File: config.mk
export PLATFORM = sky130hd
export DESIGN_NAME = mem_port
export DESIGN_NICKNAME = d
export VERILOG_FILES = /design/src/rtl/mem_port_pkg.sv /design/src/rtl/mem_port_ctrl.sv /design/src/rtl/mem_port_dp.sv /design/src/rtl/mem_port.sv
export SDC_FILE = /design/constraint.sdc
export NUM_CORES = 1
export LEC_CHECK = 0
export BUFFER_PORTS_ARGS = -buffer_cell sky130_fd_sc_hd__buf_2
export CELL_PAD_IN_SITES_DETAIL_PLACEMENT = 0
export CELL_PAD_IN_SITES_GLOBAL_PLACEMENT = 1
export CORE_MARGIN = 2
export CORE_UTILIZATION = 33
export DETAILED_ROUTE_END_ITERATION = 10
export GPL_TIMING_DRIVEN = 0
export PLACE_DENSITY = 0.94
export REMOVE_ABC_BUFFERS = 1
export SYNTH_ARGS = -nofsm -noshare
export SYNTH_HDL_FRONTEND = slang
export SYNTH_SLANG_ARGS = --single-unit
File: constraint.sdc
create_clock -name clk -period 3.02 [get_ports clk]
set_input_delay 0 -clock clk [delete_from_list [all_inputs] [get_ports clk]]
set_output_delay 0 -clock clk [all_outputs]
set_load 0.005 [all_outputs]
File: src/rtl/mem_port_pkg.sv
package mem_port_pkg;

  typedef enum logic [1:0] {
    PORT_IDLE  = 2'd0,
    PORT_READ  = 2'd1,
    PORT_WRITE = 2'd2
  } portState_e;

  // Strobes from the sequencer to the datapath for the external side.
  typedef struct packed {
    logic captureMem;  // take external data into the data register
    logic driveMem;    // present the data register on the external bus
  } mdrStrobe_t;

endpackage

File: src/rtl/mem_port_ctrl.sv
module mem_port_ctrl
  import mem_port_pkg::*;
(
  input  logic       clk,
  input  logic       rstN,
  input  logic       startRead,
  input  logic       startWrite,
  input  logic       memDone,
  output logic       memRd,
  output logic       memWr,
  output logic       busy,
  output mdrStrobe_t strobe
);

  portState_e state, stateNext;

  always_comb begin
    stateNext = state;
    unique case (state)
      PORT_IDLE: begin
        if (startRead)       stateNext = PORT_READ;
        else if (startWrite) stateNext = PORT_WRITE;
      end
      PORT_READ:  if (memDone) stateNext = PORT_IDLE;
      PORT_WRITE: if (memDone) stateNext = PORT_IDLE;
      default:    stateNext = PORT_IDLE;
    endcase
  end

  always_ff @(posedge clk) begin
    if (!rstN) state <= PORT_IDLE;
    else       state <= stateNext;
  end

  assign memRd = (state == PORT_READ);
  assign memWr = (state == PORT_WRITE);
  assign busy  = (state != PORT_IDLE);

  assign strobe.captureMem = memRd && memDone;
  assign strobe.driveMem   = memWr;


  rd_wr_excl_chk: assert property (@(posedge clk) disable iff (!rstN)
    !(memRd && memWr));


  rd_hold_chk: assert property (@(posedge clk) disable iff (!rstN)
    memRd && !memDone |=> memRd);


  rd_drop_chk: assert property (@(posedge clk) disable iff (!rstN)
    memRd && memDone |=> !memRd && !busy);


  wr_hold_chk: assert property (@(posedge clk) disable iff (!rstN)
    memWr && !memDone |=> memWr);


  wr_drop_chk: assert property (@(posedge clk) disable iff (!rstN)
    memWr && memDone |=> !memWr && !busy);


  idle_done_chk: assert property (@(posedge clk) disable iff (!rstN)
    !busy && memDone && !startRead && !startWrite |=> !busy);


  read_first_chk: assert property (@(posedge clk) disable iff (!rstN)
    !busy && startRead && startWrite |=> memRd && !memWr);

endmodule

File: src/rtl/mem_port_dp.sv
module mem_port_dp
  import mem_port_pkg::*;
#(
  parameter int ADDR_W = 16,
  parameter int DATA_W = 32
) (
  input  logic              clk,
  input  logic              rstN,
  input  logic [DATA_W-1:0] intBusIn,
  input  logic              marLoad,
  input  logic              mdrLoadInt,
  input  logic              mdrDriveInt,
  input  mdrStrobe_t        strobe,
  input  logic [DATA_W-1:0] extDataIn,
  output logic [DATA_W-1:0] intBusOut,
  output logic              intBusOutEn,
  output logic [ADDR_W-1:0] memAddr,
  output logic [DATA_W-1:0] extDataOut,
  output logic              extDataOutEn
);

  localparam int ADDR_SLICE = (ADDR_W < DATA_W) ? ADDR_W : DATA_W;

  logic [ADDR_W-1:0] mar;
  logic [DATA_W-1:0] mdr;
  logic [ADDR_W-1:0] marNext;

  // The address register is narrower or wider than the bus, depending on the parameters.
  generate
    if (ADDR_W <= DATA_W) begin : g_addrNarrow
      assign marNext = intBusIn[ADDR_SLICE-1:0];
    end else begin : g_addrWide
      assign marNext = {{(ADDR_W-DATA_W){1'b0}}, intBusIn};
    end
  endgenerate

  always_ff @(posedge clk) begin
    if (!rstN)        mar <= '0;
    else if (marLoad) mar <= marNext;
  end

  // A memory capture outranks an internal-bus load.
  always_ff @(posedge clk) begin
    if (!rstN)                  mdr <= '0;
    else if (strobe.captureMem) mdr <= extDataIn;
    else if (mdrLoadInt)        mdr <= intBusIn;
  end

  assign memAddr      = mar;
  assign intBusOutEn  = mdrDriveInt;
  assign intBusOut    = mdrDriveInt ? mdr : '0;
  assign extDataOutEn = strobe.driveMem;
  assign extDataOut   = strobe.driveMem ? mdr : '0;


  mar_hold_chk: assert property (@(posedge clk) disable iff (!rstN)
    !marLoad |=> $stable(mar));


  mar_load_chk: assert property (@(posedge clk) disable iff (!rstN)
    marLoad |=> mar == $past(marNext));



  mdr_capture_chk: assert property (@(posedge clk) disable iff (!rstN)
    strobe.captureMem |=> mdr == $past(extDataIn));


  mdr_idle_chk: assert property (@(posedge clk) disable iff (!rstN)
    !strobe.captureMem && !mdrLoadInt |=> $stable(mdr));

endmodule

File: src/rtl/mem_port.sv
module mem_port
  import mem_port_pkg::*;
#(
  parameter int ADDR_W = 16,
  parameter int DATA_W = 32
) (
  input  logic              clk,
  input  logic              rstN,
  input  logic [DATA_W-1:0] intBusIn,
  input  logic              marLoad,
  input  logic              mdrLoadInt,
  input  logic              mdrDriveInt,
  output logic [DATA_W-1:0] intBusOut,
  output logic              intBusOutEn,
  input  logic              startRead,
  input  logic              startWrite,
  output logic              busy,
  output logic [ADDR_W-1:0] memAddr,
  output logic              memRd,
  output logic              memWr,
  input  logic              memDone,
  input  logic [DATA_W-1:0] extDataIn,
  output logic [DATA_W-1:0] extDataOut,
  output logic              extDataOutEn
);

  mdrStrobe_t strobe;

  mem_port_ctrl u_ctrl (
    .clk        (clk),
    .rstN       (rstN),
    .startRead  (startRead),
    .startWrite (startWrite),
    .memDone    (memDone),
    .memRd      (memRd),
    .memWr      (memWr),
    .busy       (busy),
    .strobe     (strobe)
  );

  mem_port_dp #(
    .ADDR_W (ADDR_W),
    .DATA_W (DATA_W)
  ) u_dp (
    .clk          (clk),
    .rstN         (rstN),
    .intBusIn     (intBusIn),
    .marLoad      (marLoad),
    .mdrLoadInt   (mdrLoadInt),
    .mdrDriveInt  (mdrDriveInt),
    .strobe       (strobe),
    .extDataIn    (extDataIn),
    .intBusOut    (intBusOut),
    .intBusOutEn  (intBusOutEn),
    .memAddr      (memAddr),
    .extDataOut   (extDataOut),
    .extDataOutEn (extDataOutEn)
  );


  ext_drive_chk: assert property (@(posedge clk) disable iff (!rstN)
    extDataOutEn |-> memWr && !memRd);

endmodule

==> summary.md, run 1 <==
| Metric | Value |
|---|---|
| Avg Cell Area, Syn | 9.23 µm² |
| Critical register-to-register path endpoint | u_dp.mdr[25] |
| Placeable core region | 7690 µm² |
| Cells after DPL | 515 |
| Combined area of the multi-input logic cells | 1390 µm² |
| Vias in the first global route | 2544 |
| Start of the worst register-to-register path | u_ctrl.state[1] |
| Overall power consumption | 1.52 mW |
| Min-Delay Path Depth | 3 |
| Critical Path End Type | register |
| Count of endpoints failing hold in the final timing report | 0 |
| Final Critical Period | 2.36 ns |
| RD Place Congestion | 0.723 |
| Launching element type of the critical path | register |
| Most repeated cell in the gate-level netlist after synthesis | sky130_fd_sc_hd__and2_1 |
| Clock sink total | 50 |
| Reg2Reg Depth | 6 |
| Clock tree from TritonCTS | yes |
| DRT antenna net count | 0 |
| Async set or reset register ratio after synthesis | 0% |
| Peak fanout along the critical path | 64 |
| Main flop type after synthesis | sky130_fd_sc_hd__dfxtp_1 |
| Critical path's top delay family | buffers and inverters |
| Global-route wire length before repair | 11400 µm |
| CP Buf/Inv Count | 2 |
| Maximum ir drop on the vdd rail | 190 µV |
| Clock input transition at the sequential cells of the worst setup and hold paths | 0.09 ns |
| Largest net degree at the start of global routing | 65 |
| Die height | 92.8 µm |
| Total Die Area | 8620 µm² |
| PnR worst setup slack | 0.659 ns |
| Synthesis-stage register bit count | 50 |
| Number of standard-cell rows in the floorplan | 32 |
| Crit path arrival time | 2.55 ns |
| Cell types occupying the most area after synthesis | sky130_fd_sc_hd__dfxtp_1 (38%), sky130_fd_sc_hd__mux2i_1 (18%), sky130_fd_sc_hd__and2_1 (15%), sky130_fd_sc_hd__o21ai_0 (6.5%), sky130_fd_sc_hd__a21oi_1 (6.3%) |
| Tightest hold margin | 0.0101 ns |
| Final Routed Wirelength | 7460 µm |
| Worst min-delay path startpoint | extDataIn[21] |
| Share of the synthesized area in the top cell type | 38.4% |
| Part of the total power dissipated in combinational logic | 25.1% |
| Path category of the worst min-delay check | input pin to register |
| Required time at the endpoint of the critical path | 3.21 ns |
| Clk buf depth | 2 |
| Switching part of the total | 26.9% |
| Max-capacitance violation count | 0 |
| Num CTS Buffers | 5 |
| Signed area change from the synthesized netlist to the final layout | 53.9% |
| H-tree depth | 2 |
| Relative contribution of the clock network to total power | 25.3% |
| Clock Root Buffer | sky130_fd_sc_hd__clkbuf_8 |
| Width of the die | 92.8 µm |
| Diode count | 0 |
| Share of post-route cells with drive strength above 1 | 34.0% |
| Internal portion of total power | 1.11 mW |
| Reg2Reg Setup Slack | 0.66 ns |
| Gate count of the mapped netlist | 282 |
| Quantity of gates resized following cts | 0 |
| Post-synthesis sequential area ratio | 38.4% |
| Highest Clock Rate | 0.424 GHz |
| Final Setup Violations | 0 |
| Part of the total power dissipated in sequential elements | 49.6% |
| Wire per inst | 12.8 µm |
| Distinct cell type count after synthesis | 22 |
| Highest-delay cell along the critical path | sky130_fd_sc_hd__dlygate4sd3_1 |
| Total placed instance area | 3310 µm² |
| Delay of the slowest critical-path stage | 0.60 ns |
| Crit path cell chain | inv_1 -> ha_1 -> nand2_2 -> o21ai_0 -> a21oi_1 -> dlygate4sd3_1 |
| Leakage Power | 2.09 nW |
| Post-DP HPWL | 4400 µm |
| Clock skew after layout | 0.00465 ns |
| Overall routing resource usage | 16.4% |
| Number of vias in the routed layout | 2659 |
| Number of nets in the finished design | 556 |
| Number of fill cells in the layout | 709 |
| Worst setup timing slack at the placement stage | 1.20 ns |
| Antenna violations before repair | 0 |
| Post-route core utilization | 52.1% |
| RSZ-0062 raised after global routing | false |
| Worst Max-Slew Pin Slew | 1.09 ns |
| Total DRC errors in the routed layout | 0 |
| Congestion Overflow GR | 0 |
| Ratio of final minimum period to clock period | 78.2% |
| Clock latency on the worst-skew pair | 0.29 ns |
| Post-Synthesis Cell Area | 2600 µm² |
| Max-slew violation count | 0 |
| Final standard cell area without fillers | 4010 µm² |
| Worst Hold Path EP | u_dp.mdr[21] |
| Run status | finished, final reports clean |
| Commonest cells in the netlist | sky130_fd_sc_hd__and2_1 (64), sky130_fd_sc_hd__dfxtp_1 (50), sky130_fd_sc_hd__mux2i_1 (48) |
| Worst slew margin relative to its limit | 27.6% |
| Initial core utilization | 33.9% |
| Number of enable flip-flop cells after synthesis | 0 |
| Final sum of negative setup slack | 0 ns |
| Detailed Routing Iterations Pass 1 | 4 |
| 1st-iter DRT viols | 38 |
| Critical path class | register to register |
| Top-level port count | 157 |
| Sw Pwr | 0.408 mW |
| Most area-hungry cell type in the Yosys netlist | sky130_fd_sc_hd__dfxtp_1 |
| Area of all sequential standard cells | 1000 µm² |
| Final non-filler cell total | 582 |
| Count of warnings emitted by yosys | 0 |
| Average via count per standard cell | 4.57 |
| I/O Buffers | 156 |
| Cell Pwr Density | 379 nW/µm² |
state kept, by name, summed over array words and instances, names as in the netlist:
register and flops:
u_dp.memAddr 16, u_ctrl.state 2, u_dp.mdr 32
power by group through the flow:
stage	sequential, mW	combinational (mW)	clock [mW]
after floorplan	0.758	0.151	0
after global placement	0.762	0.300	0
after detailed placement	0.765	0.306	0
after CTS	0.751	0.379	0.407
after global routing	0.761	0.420	0.429
final	0.752	0.381	0.384
cells in the final DEF (no fill, tap or decap):
cell type / instances
sky130_fd_sc_hd__a21oi_1: 33
sky130_fd_sc_hd__and2_1: 64
sky130_fd_sc_hd__and3b_1: 1
sky130_fd_sc_hd__buf_2: 156
sky130_fd_sc_hd__clkbuf_8: 6
sky130_fd_sc_hd__dfxtp_1: 50
sky130_fd_sc_hd__dlygate4sd3_1: 61
sky130_fd_sc_hd__ha_1: 3
sky130_fd_sc_hd__inv_1: 3
sky130_fd_sc_hd__mux2i_1: 48
sky130_fd_sc_hd__nand2_1: 1
sky130_fd_sc_hd__nand2_2: 1
sky130_fd_sc_hd__nand2b_1: 1
sky130_fd_sc_hd__nand4_1: 1
sky130_fd_sc_hd__nor2b_1: 16
sky130_fd_sc_hd__o21a_1: 1
sky130_fd_sc_hd__o21ai_0: 34
how the worst max path moves through the flow:
stage	from	end	slack, ns	depth (start not counted)
final	u_ctrl.state[1]	u_dp.mdr[25]	0.66	6
after global routing	u_ctrl.state[1]	u_dp.mdr[23]	0.45	6
after CTS	u_ctrl.state[1]	u_dp.mdr[30]	0.66	6
after detailed placement	u_ctrl.state[1]	u_dp.mdr[21]	1.20	5
after global placement	u_ctrl.state[1]	u_dp.mdr[11]	1.26	5
after floorplan	u_ctrl.state[1]	u_dp.mdr[0]	1.58	5
worst reg2reg max path, cell delays in order (launching register included):
cell and delay (ns):
sky130_fd_sc_hd__dfxtp_1 0.34, sky130_fd_sc_hd__inv_1 0.08, sky130_fd_sc_hd__ha_1 0.17, sky130_fd_sc_hd__nand2_2 0.55, sky130_fd_sc_hd__o21ai_0 0.44, sky130_fd_sc_hd__a21oi_1 0.07
sky130_fd_sc_hd__dlygate4sd3_1 0.60
layer usage:
metal | track usage [%] | wire length, µm | part of all wire, % | up-vias
met5 | 0 | 0 | 0 | -
met4 | 2.94 | 46 | 0.62 | 0
met3 | 4.23 | 501 | 6.7 | 5
met2 | 32.5 | 3860 | 52 | 94
met1 | 17.2 | 3050 | 41 | 1215
li1 | - | - | - | 1345
what timing repair did:
| item | in CTS | in global routing |
|---|---|---|
| hold buffers | 61 | 0 |
| hold endpoints to repair | 47 | 0 |
| setup buffers | 0 | 0 |
area by class of cell:
cell class / count / area share, %
inverter: 3 / 0.281
sequential: 50 / 25.0
multi-input combinational: 204 / 34.8
timing repair buffer: 217 / 34.7
clock buffer: 6 / 2.06
tap: 102 / 3.19
cell families (layout without fill, tap and decap cells):
| kind of cell | after synthesis | after routing | share of synthesized area (%) |
|---|---|---|---|
| buf+inv | 28 | 226 | 8.07 |
| flops | 50 | 50 | 38.4 |
| fa+ha+maj | 3 | 3 | 1.44 |
| simple gates | 85 | 85 | 20.4 |
| compound gates | 68 | 68 | 13.2 |
| mux | 48 | 48 | 18.5 |
Note: power is estimated with default switching activity, not from simulation.
==> inputs of run 2 (changes only) <==
CORE_UTILIZATION = 30   (was 33)
PLACE_DENSITY = 0.87   (was 0.94)
clock period = 2.4 ns   (was 3.02 ns; I/O delays follow)
==> run 2 against run 1 <==
Final cell count shrank 0.34%. Wire length up 0.48%. Count of clock-buffer cells in the layout up 1. Via count fell by 1.4%. Clock skew increased by 0.0066 ns. Die area grew 9.6%. Core utilization fell by 4.6 points. Cell area fell by 1.6%. Critical path depth is the same. Hold slack improved by 0.0038 ns. Critical path type unchanged. Largest power group unchanged.
==> summary.md, run 2 (synthesized netlist as in run 1, its figures left out) <==
| Metric | Value |
|---|---|
| Run status | finished, final reports clean (unchanged) |
| Number of fill cells in the layout | 808 (was 709) |
| Cell Pwr Density | 475 nW/µm² (was 379 nW/µm²) |
| Clock input transition at the sequential cells of the worst setup and hold paths | 0.09 ns (about the same) |
| Most common cell after layout, fill and taps aside | sky130_fd_sc_hd__buf_2 (unchanged) |
| Largest register by flop count | u_dp.mdr (unchanged) |
| Clock skew after layout | 0.0112 ns (was 0.00465 ns) |
| Launching element type of the critical path | register (unchanged) |
| Final sum of negative setup slack | 0 ns (unchanged) |
| Switching part of the total | 27.1% (was 26.9%) |
| Global-route wire length before repair | 12400 µm (was 11400 µm) |
| Ratio of final minimum period to clock period | 86.8% (was 78.2%) |
| Worst slew margin relative to its limit | 24.1% (was 27.6%) |
| Number of flip-flops under the largest register name | 32 (unchanged) |
| Clock latency on the worst-skew pair | 0.29 ns (about the same) |
| Top-level port count | 157 (unchanged) |
| Clock tree from TritonCTS | yes (unchanged) |
| RSZ-0062 raised after global routing | false (unchanged) |
| Signed area change from the synthesized netlist to the final layout | 51.4% (was 53.9%) |
| Post-CTS setup buffers | 0 (unchanged) |
| Post-DP HPWL | 4710 µm (was 4400 µm) |
| Critical Path End Type | register (unchanged) |
| DRT antenna net count | 0 (unchanged) |
| Critical path class | register to register (unchanged) |
| Total DRC errors in the routed layout | 0 (unchanged) |
| Required time at the endpoint of the critical path | 2.63 ns (was 3.21 ns) |
| Crit path arrival time | 2.31 ns (was 2.55 ns) |
| Average via count per standard cell | 4.52 (was 4.57) |
| Post-route core utilization | 47.5% (was 52.1%) |
| Commonest non-fill, non-tap cells in the layout | sky130_fd_sc_hd__buf_2 (156), sky130_fd_sc_hd__and2_1 (64), sky130_fd_sc_hd__dlygate4sd3_1 (54) (was sky130_fd_sc_hd__buf_2 (156), sky130_fd_sc_hd__and2_1 (64), sky130_fd_sc_hd__dlygate4sd3_1 (61)) |
| Number of nets in the finished design | 549 (was 556) |
| First element of the critical path | u_ctrl.state[1] (unchanged) |
| Initial core utilization | 31.4% (was 33.9%) |
| Detailed Routing Iterations Pass 1 | 4 (unchanged) |
| RD Place Congestion | 0.760 (was 0.723) |
| Max-capacitance violation count | 0 (unchanged) |
| Vias in the first global route | 2666 (was 2544) |
| Clock sink total | 50 (unchanged) |
| Placeable core region | 8300 µm² (was 7690 µm²) |
| Highest Clock Rate | 0.480 GHz (was 0.424 GHz) |
| Leakage Power | 2.06 nW (was 2.09 nW) |
| Overall routing resource usage | 15.6% (was 16.4%) |
| Part of the total power dissipated in sequential elements | 50.7% (was 49.6%) |
| Reg2Reg Setup Slack | 0.32 ns (was 0.66 ns) |
| Crit path cell chain | inv_1 -> ha_1 -> nand2_4 -> o21ai_0 -> a21oi_1 -> dlygate4sd3_1 (was inv_1 -> ha_1 -> nand2_2 -> o21ai_0 -> a21oi_1 -> dlygate4sd3_1) |
| I/O Buffers | 156 (unchanged) |
| Final Routed Wirelength | 7500 µm (was 7460 µm) |
| Relative contribution of the clock network to total power | 24.3% (was 25.3%) |
| Clk buf depth | 2 (unchanged) |
| Worst min-delay path startpoint | intBusIn[25] (was extDataIn[21]) |
| Final Setup Violations | 0 (unchanged) |
| Clock Root Buffer | sky130_fd_sc_hd__clkbuf_8 (unchanged) |
| H-tree depth | 2 (unchanged) |
| Largest net degree at the start of global routing | 65 (unchanged) |
| Overall power consumption | 1.87 mW (was 1.52 mW) |
| Num CTS Buffers | 5 (unchanged) |
| Sw Pwr | 0.508 mW (was 0.408 mW) |
| Combined area of the multi-input logic cells | 1400 µm² (was 1390 µm²) |
| Congestion Overflow GR | 0 (unchanged) |
| Worst Max-Slew Pin Slew | 1.14 ns (was 1.09 ns) |
| Wire per inst | 12.9 µm (was 12.8 µm) |
| Final Critical Period | 2.08 ns (was 2.36 ns) |
| Delay of the slowest critical-path stage | 0.57 ns (was 0.60 ns) |
| Peak fanout along the critical path | 64 (unchanged) |
| Total Die Area | 9440 µm² (was 8620 µm²) |
| Max-slew violation count | 0 (unchanged) |
| Start of the worst register-to-register path | u_ctrl.state[1] (unchanged) |
| Die height | 97.2 µm (was 92.8 µm) |
| Path category of the worst min-delay check | input pin to register (unchanged) |
| Maximum ir drop on the vdd rail | 228 µV (was 190 µV) |
| Count of endpoints failing hold in the final timing report | 0 (unchanged) |
| Internal portion of total power | 1.36 mW (was 1.11 mW) |
| Part of the total power dissipated in combinational logic | 25.0% (was 25.1%) |
| Number of vias in the routed layout | 2621 (was 2659) |
| Share of post-route cells with drive strength above 1 | 34.2% (was 34.0%) |
| Width of the die | 97.2 µm (was 92.8 µm) |
| Number of standard-cell rows in the floorplan | 33 (was 32) |
| Area of all sequential standard cells | 1000 µm² (unchanged) |
| Antenna violations before repair | 1 (was 0) |
| Highest-delay cell along the critical path | sky130_fd_sc_hd__dlygate4sd3_1 (unchanged) |
| 1st-iter DRT viols | 51 (was 38) |
run 2: cell count changes in the layout (fill, tap and decap cells not counted), sizes merged:
| cell | previous run | this run |
|---|---|---|
| dlygate4sd3 | 61 | 54 |
| clkbuf | 6 | 7 |
| diode | 0 | 1 |
run 2: critical path: cells and delay by family, from the launching register on:
kind / cells / cell delay [ns]
AO/OA/AOI/OAI: 2 / 0.31
adder cells (fa/ha/maj): 1 / 0.22
buffers and inverters: 2 / 0.64
flip-flops: 1 / 0.37
AND/OR/NAND/NOR: 1 / 0.46
run 2: path summary, 6_finish.rpt:
kind / end / cells after the start
max reg2reg: u_dp.mdr[23] / 6
max: u_dp.mdr[23] / 6
min: u_dp.mdr[25] / 3
min reg2reg: u_dp.memAddr[7] / 2
run 2: cell type report:
cell class	count	share of cell area [%]
timing repair buffer	210	33.5
inverter	3	0.286
antenna	1	0.0635
multi-input combinational	204	35.5
tap	105	3.33
clock buffer	7	1.94
sequential	50	25.4
run 2: routing by layer:
metal / GRT usage [%] / wire, µm / vias to the layer above / share of wire [%]
li1: - / - / 1329 / -
met1: 18.1 / 3180 / 1182 / 42
met2: 28.5 / 3700 / 105 / 49
met3: 4.03 / 570 / 5 / 7.6
met4: 3.58 / 44 / 0 / 0.59
met5: 0 / 0 / - / 0
run 2: metrics by stage:
| stage | instances | instance area, µm² | worst slack, ns | hold WS (ns) |
|---|---|---|---|---|
| final | 580 | 3940 | 0.317 | 0.0138 |
| after detailed placement | 518 | 3320 | 0.498 | 0.268 |
| after global placement | 518 | 3320 | 0.532 | 0.258 |
| after floorplan | 257 | 2400 | 0.959 | 0 |
| after global routing | 580 | 3940 | 0.0838 | 0.00932 |
| after CTS | 579 | 3930 | 0.0153 | 0.00146 |
run 2: what timing repair did:
item	in CTS	in global routing
resized for setup	0	1
endpoints found under the setup margin	0	7
endpoints found under the hold margin	45	0
hold buffers	54	0
run 2: power by group through the flow:
stage	clock [mW]	sequential [mW]	combinational, mW
after global placement	0	0.962	0.381
final	0.455	0.949	0.467
after global routing	0.516	0.960	0.520
after detailed placement	0	0.967	0.389
after floorplan	0	0.954	0.191
after CTS	0.489	0.948	0.467
